===== src/rtl/pf_pkg.sv =====
package pf_pkg;
  typedef enum logic [2:0] {
    KIND_HIT  = 3'd0,
    KIND_REG  = 3'd1,
    KIND_MON  = 3'd2,
    KIND_TEST = 3'd3
  } pkt_kind_e;
endpackage


===== src/rtl/pf_hdr_code.sv =====
module pf_hdr_code #(
  parameter int HDR_W = 20,
  parameter int CHK_W = 5,
  localparam int CODE_W = CHK_W + 2,
  localparam int CW_LEN = HDR_W + CHK_W
) (
  input  logic [HDR_W-1:0]  hdr,
  output logic [CODE_W-1:0] code
);
  logic [CHK_W-1:0] chk;

  always_comb begin
    int k;
    chk = '0;
    k = HDR_W - 1;
    for (int p = 3; p <= CW_LEN; p++) begin
      if ((p & (p - 1)) != 0 && k >= 0) begin
        for (int j = 0; j < CHK_W; j++) begin
          if (p[j]) chk[j] = chk[j] ^ hdr[k];
        end
        k = k - 1;
      end
    end
  end

  assign code = {chk, (^hdr) ^ (^chk), 1'b0};
endmodule


===== src/rtl/pf_payload.sv =====
module pf_payload #(
  parameter int HIT_W = 14,
  parameter int NHIT  = 2,
  localparam int CNT_W = $clog2(NHIT + 1),
  localparam int PAY_W = HIT_W * NHIT
) (
  input  logic             kind_is_hit,
  input  logic [CNT_W-1:0] nhit,
  input  logic [PAY_W-1:0] hits,
  output logic [PAY_W-1:0] pay
);
  for (genvar i = 0; i < NHIT; i++) begin : g_slot
    localparam int TOP = (NHIT - i) * HIT_W - 1;
    logic used;
    assign used = !kind_is_hit || (nhit > CNT_W'(i));
    assign pay[TOP -: HIT_W] = used ? hits[TOP -: HIT_W] : {HIT_W{1'b1}};
  end
endmodule


===== src/rtl/pf_shifter.sv =====
module pf_shifter #(
  parameter int PKT_W = 55,
  localparam int CNT_W = $clog2(PKT_W + 1)
) (
  input  logic             clk,
  input  logic             rst_n,
  input  logic             load,
  input  logic [PKT_W-1:0] pkt,
  output logic             out_valid,
  output logic             out_bit,
  output logic             out_last
);
  logic [PKT_W-1:0] sreg;
  logic [CNT_W-1:0] left;

  always_ff @(posedge clk or negedge rst_n) begin
    if (!rst_n) begin
      sreg <= '0;
      left <= '0;
    end else if (load) begin
      sreg <= pkt;
      left <= CNT_W'(PKT_W);
    end else if (left != '0) begin
      sreg <= {sreg[PKT_W-2:0], 1'b0};
      left <= left - 1'b1;
    end
  end

  assign out_valid = (left != '0);
  assign out_bit   = sreg[PKT_W-1];
  assign out_last  = (left == CNT_W'(1));


  run_unbroken_chk: assert property (@(posedge clk) disable iff (!rst_n)
    out_valid && !out_last |=> out_valid);
endmodule


===== src/rtl/pf_formatter.sv =====
module pf_formatter #(
  parameter int CHIP_W = 5,
  parameter int KIND_W = 3,
  parameter int BCID_W = 8,
  parameter int L1ID_W = 4,
  parameter int CHK_W  = 5,
  parameter int HIT_W  = 14,
  parameter int NHIT   = 2,
  localparam int HDR_W  = CHIP_W + KIND_W + BCID_W + L1ID_W,
  localparam int CODE_W = CHK_W + 2,
  localparam int PAY_W  = HIT_W * NHIT,
  localparam int PKT_W  = HDR_W + CODE_W + PAY_W,
  localparam int CNT_W  = $clog2(NHIT + 1)
) (
  input  logic              clk,
  input  logic              rst_n,
  input  logic              in_valid,
  output logic              in_ready,
  input  logic [CHIP_W-1:0] in_chip,
  input  logic [KIND_W-1:0] in_kind,
  input  logic [BCID_W-1:0] in_bcid,
  input  logic [L1ID_W-1:0] in_l1id,
  input  logic [CNT_W-1:0]  in_nhit,
  input  logic [PAY_W-1:0]  in_hits,
  output logic              out_valid,
  output logic              out_bit,
  output logic              out_last
);
  import pf_pkg::*;

  logic [HDR_W-1:0]  hdr;
  logic [CODE_W-1:0] code;
  logic [PAY_W-1:0]  pay;
  logic              kind_is_hit, take, empty_evt, load;

  assign hdr         = {in_chip, in_kind, in_bcid, in_l1id};
  assign kind_is_hit = (in_kind == KIND_W'(KIND_HIT));
  assign take        = in_valid && in_ready;
  assign empty_evt   = kind_is_hit && (in_nhit == '0);
  assign load        = take && !empty_evt;
  assign in_ready    = !out_valid;

  pf_hdr_code #(.HDR_W(HDR_W), .CHK_W(CHK_W)) u_code (
    .hdr  (hdr),
    .code (code)
  );

  pf_payload #(.HIT_W(HIT_W), .NHIT(NHIT)) u_pay (
    .kind_is_hit (kind_is_hit),
    .nhit        (in_nhit),
    .hits        (in_hits),
    .pay         (pay)
  );

  pf_shifter #(.PKT_W(PKT_W)) u_shift (
    .clk       (clk),
    .rst_n     (rst_n),
    .load      (load),
    .pkt       ({hdr, code, pay}),
    .out_valid (out_valid),
    .out_bit   (out_bit),
    .out_last  (out_last)
  );


  start_needs_take_chk: assert property (@(posedge clk) disable iff (!rst_n)
    $rose(out_valid) |-> $past(in_valid));

  code_parity_chk: assert property (@(posedge clk) disable iff (!rst_n)
    load |-> ($countones({hdr, code}) % 2 == 0) && !code[0]);

  empty_silent_chk: assert property (@(posedge clk) disable iff (!rst_n)
    take && empty_evt |=> !out_valid && in_ready);

  filler_chk: assert property (@(posedge clk) disable iff (!rst_n)
    load && kind_is_hit && in_nhit == CNT_W'(1) |-> pay[HIT_W-1:0] == {HIT_W{1'b1}});

  last_ends_chk: assert property (@(posedge clk) disable iff (!rst_n)
    out_last |=> !out_valid);
endmodule


===== config.mk =====
export PLATFORM = sky130hd
export DESIGN_NAME = pf_formatter
export DESIGN_NICKNAME = d
export VERILOG_FILES = /design/src/rtl/pf_pkg.sv /design/src/rtl/pf_hdr_code.sv /design/src/rtl/pf_payload.sv /design/src/rtl/pf_shifter.sv /design/src/rtl/pf_formatter.sv
export SDC_FILE = /design/constraint.sdc
export NUM_CORES = 1
export LEC_CHECK = 0
export ABC_AREA = 1
export BUFFER_PORTS_ARGS = -buffer_cell sky130_fd_sc_hd__buf_2
export CAP_MARGIN = 20
export CORE_MARGIN = 5
export CORE_UTILIZATION = 59
export DETAILED_ROUTE_END_ITERATION = 10
export GPL_TIMING_DRIVEN = 0
export PLACE_DENSITY_LB_ADDON = 0.15
export SLEW_MARGIN = 20
export SYNTH_ARGS = -nofsm -noshare
export SYNTH_HDL_FRONTEND = slang
export SYNTH_SLANG_ARGS = --single-unit

===== constraint.sdc =====
create_clock -name clk -period 4.4 [get_ports clk]
set_clock_uncertainty 0.2 [all_clocks]
set_input_delay 0 -clock clk [delete_from_list [all_inputs] [get_ports clk]]
set_output_delay 0 -clock clk [all_outputs]
set_load 0.01 [all_outputs]

== After elaboration in Yosys (flattened, before gate mapping) ==
Cells that the tools add are included.
Word-level totals
  output and inout port bits: 4
  bits in registers: 61
  input bits: 53
Operators by class
  reductions and logical operators: 14
  bitwise gates (word level): 48
  magnitude comparators: 2
  add/subtract/negate cells: 1
  mux-type cells: 6
  eq/ne operators: 1
Operator list (number)
  two-way mux 55 bit: 2
  XOR 1 bit: 48
  two-way mux 14 bit: 2
  XOR reduction 20 bit: 1
  two-way mux 6 bit: 2
  equality test 6 x 1 -> 1 bit (second input constant): 1
  nonzero test 6 bit: 1
  subtractor 6 x 1 -> 6 bit (second input constant): 1
  XOR reduction 5 bit: 1
  greater-than comparator 2 x 1 -> 1 bit (second input constant): 2
  logical AND 1 bit: 3
  logical NOT 1 bit: 3
  logical NOT 3 bit: 1
  logical NOT 2 bit: 1
  logical OR 1 bit: 2
  nonzero test 2 bit: 1

== Longest topological paths before layout ==
  word-level depth: 14
  gate-level depth with buffers: 18
  gate-level depth less buffers: 18

== Hierarchy ==
Synthesis repeated with hierarchy kept, for this count alone.
Second synthesis, totals
  cells, all modules: 759
  area total of the unflattened synthesis: 4598.2 µm²
Modules (own cells, without submodules)
  pf_shifter: times used 1, area each 3143.0 µm², cells each 454
  pf_hdr_code: times used 1, area each 1132.3 µm², cells each 233
  pf_payload: times used 1, area each 280.3 µm², cells each 62
  pf_formatter: times used 1, area each 42.5 µm², cells each 10

== Worst setup path before layout ==
OpenSTA, ideal clock, no wires.
  path type: reg-to-reg
  start: reg u_shift.left[0]
  end: reg u_shift.left[4]
  slack: 2.523 ns
  path buffers: 2
  cell stages (with the launch flop): 12
  setup time: 0.117 ns
  arrival time: 1.560 ns
  required time: 4.083 ns
  cells stage by stage: dfrtp_1 inv_1 ha_1 and3_1 buf_4 inv_4 nor2_8 nor2_8 inv_4 buf_6 o21ai_1 inv_1
Between the ends
  longest elaborated chain between the ends: 5
  elaborated cells on any way between the ends: 8
  classes of those cells: add/sub (1); mux (2); reduce/logical (5)
RTL lines
  start, declared: RTL line pf_shifter.sv:14  | logic [CNT_W-1:0] left;
  start signal, assigned: RTL line pf_shifter.sv:22  | left <= CNT_W'(PKT_W);
  start signal, assigned: RTL line pf_shifter.sv:25  | left <= left - 1'b1;
  branches (longest 5 deep; another with subtractor 6 x 1 -> 6 bit)
Parallel ways; which one is timed is not known. The select of a mux whose other input is x is not followed.
A chain may end at the register's enable or synchronous reset.

== Final worst setup path ==
  start: in in_kind[1]
  end: reg u_shift.sreg[2]
Between the ends
  longest elaborated chain between the ends: 5
  elaborated cells on any way between the ends: 9
  classes of those cells: mux (2); reduce/logical (7)
RTL lines
  start, declared: RTL line pf_formatter.sv:20  | input logic [KIND_W-1:0] in_kind,
  logical NOT 3 bit *: RTL line pf_formatter.sv:37  | assign kind_is_hit = (in_kind == KIND_W'(KIND_HIT));
  logical NOT 1 bit / logical AND 1 bit (equally long branches): RTL line pf_payload.sv:15, pf_formatter.sv:39
  logical OR 1 bit / logical NOT 1 bit (equally long branches): RTL line pf_payload.sv:15, pf_formatter.sv:40
  two-way mux 14 bit / logical AND 1 bit (equally long branches): RTL line pf_payload.sv:16, pf_formatter.sv:40
  two-way mux 55 bit / nonzero test 2 bit (equally long branches)
  end signal, assigned: RTL line pf_shifter.sv:21  | sreg <= pkt;
  end signal, assigned: RTL line pf_shifter.sv:24  | sreg <= {sreg[PKT_W-2:0], 1'b0};
  end, declared: RTL line pf_shifter.sv:13  | logic [PKT_W-1:0] sreg;
Mark *: on every way between the ends. The rest lies on a longest branch, timed or not.

==> results.yml <==
logic_synthesis:
  synthesis.area_um2: 3800
  async_reset_ff_share_pct: 100
  synthDistinctLibCells: 33
  synth_edf_count: 0
  ys_ff_latch: 61
  yosysSeqAreaShare_pct: 40.2
  yosys.area.top_type_share_pct: 40.2
  synthTopCellsByArea: "dfrtp_1 (40%), nand2_1 (22%), inv_1 (5.9%)"
  synth_commonest_cells: "nand2_1 (222), dfrtp_1 (61), inv_1 (60)"
  syn_avg_cell_area_um2: 7.32
  synth_ff_type: "dfrtp_1"
  yosysMostFrequentCell: "nand2_1"
  syn_nets: 576
  syn_inst: 519
  yosysWarnings: 0
  synth_top_area_cell: "dfrtp_1"
pwr:
  p_total_mw: 2.20
  seqPwrFrac_pct: 41.0
  clock_power_share_pct: 22.7
  intPower_mw: 1.40
  p_leak_nw: 2.59
  combPwrFrac_pct: 36.3
  p_per_area_nw_per_um2: 450
  vdd_drop_max_uv: 372
  p_sw_uw: 807
  p_sw_share_pct: 36.6
layout:
  final_layout_size_suffix_gt1_share_pct: 18.2
  diodes: 0
  postLayoutCoreUtil_pct: 77.6
  area_delta_synth_final_pct: 29.0
  layout.nets: 696
sta:
  drv_slew: 0
  relSlewSlack_pct: 48.8
  hold_violations: 1
  fmax_mhz: 358
  post-route-min-period_ns: 2.79
  layout_setup_ws_ns: 1.61
  whs_ns: -0.0304
  finalCritPeriodShare_pct: 63.4
  setup_violations: 0
  rsz0062_at_grt: "no"
  timing.setup.tns_ns: 0
  tightest_slew_ns: 0.768
floorplan:
  chipHeight_um: 90.2
  io_pins: 57
  initial_core_util_pct: 60.2
  rows: 29
  core_area_um2: 6310
  die_x_um: 90.2
  dieArea_um2: 8140
min_path:
  min_to: "u_shift.sreg[6]"
  min-delay-start: "in_nhit[1]"
  min_path_cells: 4
  hold_class: "input pin to flop"
critical_path:
  worst-path-max-fanout: 10
  crit_path_end_kind: "flop"
  worstSetupPathType: "input pin to flop"
  r2r_cells: 10
  ff2ff_setup_slack_ns: 1.63
  crit_arrival_ns: 2.79
  rr_endpoint: "u_shift.sreg[2]"
  timing.rr.start: "u_shift.left[0]"
  critPathLaunchType: "input pin"
  cp_data_required_time_ns: 4.40
clock_tree:
  cts_buffers: 9
  root_buffer: "clkbuf_8"
  cts_tree: "done"
  path_clk_slew_ns: 0.08
  h-tree-depth: 3
  cts_buffer_depth: 2
  postCtsSetupBuffers: 0
  cts.repair.resized: 0
  postCtsHoldBufs: 53
  clock_latency_ns: 0.35
  cts.sinks: 61
routing:
  wl_per_cell_um: 15.7
  num_vias: 4024
  route.detailed.drc: 0
  drt_first_pass_iters: 5
  post_drt_via_cell_ratio: 5.58
  routed_wl_um: 11300
  dr.first_iter.drc_count: 289
  ant_nets: 0
global_routing:
  grt_usage_pct: 29.3
  grt_pass1_vias: 4102
  grt_overflow: 0
  grt_max_degree: 62
  grt_first_pass_wirelength_um: 19400
  antenna_found_initial: 0
placement:
  portBuffers: 56
  dp_hpwl_um: 7510
  pre_cts_ws_ns: 2.22
  gp_congestion: 0.864
outcome:
  violations: "hold timing"
  status: "finished with violations"
run:
  maxCapViolCount: 0
power groups by stage:
stage	Clock, mW	Sequential [mW]	Combinational, mW
5_1_grt	0.523	0.924	0.903
3_5_place_dp	0	0.902	0.739
4_1_cts	0.494	0.896	0.784
2_1_floorplan	0	0.872	0.557
6_report	0.500	0.904	0.800
3_3_place_gp	0	0.894	0.712
kinds of logic (layout without fill, tap and decap cells):
logic type	after synthesis	count (layout)	share of synthesized area, %
fa+ha+maj	4	4	1.32
flops	61	61	40.2
compound gates	84	84	16.6
xor+xnor	4	4	0.922
buf+inv	86	211	9.91
simple gates	280	280	31.1
cells in the final DEF (no fill, tap or decap), types with 2 or more instances in the layout:
cell type      count
a21oi_1            2
a22oi_1           16
and3_1             2
buf_1              2
buf_2             58
buf_4              5
buf_6              4
clkbuf_1           5
clkbuf_8          10
clkinv_2           4
dfrtp_1           61
dlygate4sd3_1     53
ha_1               4
inv_1             60
inv_2              7
inv_4              2
nand2_1          222
nand2_2           10
nand3_1           32
nor2_1             7
nor2_8             2
o211ai_1          13
o211ai_2           4
o21ai_0           18
o21ai_1           12
o221ai_1          11
o221ai_2           5
xnor2_1            4
registers in the layout (all words and copies together) (netlist names):
register	flops
u_shift.left	6
u_shift.sreg	55
critical path, cell delays in order:
cell and delay (ns):
dlygate4sd3_1 0.54, buf_2 0.14, inv_1 0.16, ha_1 0.22, inv_1 0.08, nor3_4 0.26
inv_2 0.09, o21ai_4 0.21, nor2_8 0.08, buf_2 0.21, o21ai_0 0.11, dlygate4sd3_1 0.60
o211ai_1 0.11
worst max path at each step:
| stage | from | endpoint |
|---|---|---|
| 4_1_cts | u_shift.left[0] | u_shift.sreg[2] |
| 2_1_floorplan | u_shift.left[0] | u_shift.left[4] |
| 3_5_place_dp | u_shift.left[0] | u_shift.sreg[34] |
| 3_3_place_gp | u_shift.left[0] | u_shift.sreg[47] |
| 6_report | in_kind[1] | u_shift.sreg[2] |
| 5_1_grt | u_shift.left[0] | u_shift.sreg[2] |
per-layer routing:
layer	share of wire [%]	global-route usage [%]	up-vias
li1	-	-	1918
met1	39	34.6	1880
met2	50	49.9	182
met3	7.0	6.84	44
met4	4.1	14.4	0
met5	0	0	-
metrics by stage:
step                      instances  cell area, µm²
final                           721            4900
after global routing            721            4900
after global placement          652            4180
after CTS                       721            4900
after floorplan                 519            3800
after detailed placement        652            4180
layout make-up:
cell class                      instances  area [µm²]
Sequential cell                        61        1530
Inverter                               69         264
Tap cell                               77        96.3
Timing Repair Buffer                  109         813
Fill cell                             437        1410
Buffer                                 17         113
Clock inverter                          5        50.0
Clock buffer                           11         141
Multi-Input combinational cell        372        1900
(Power assumes the default switching activity.)
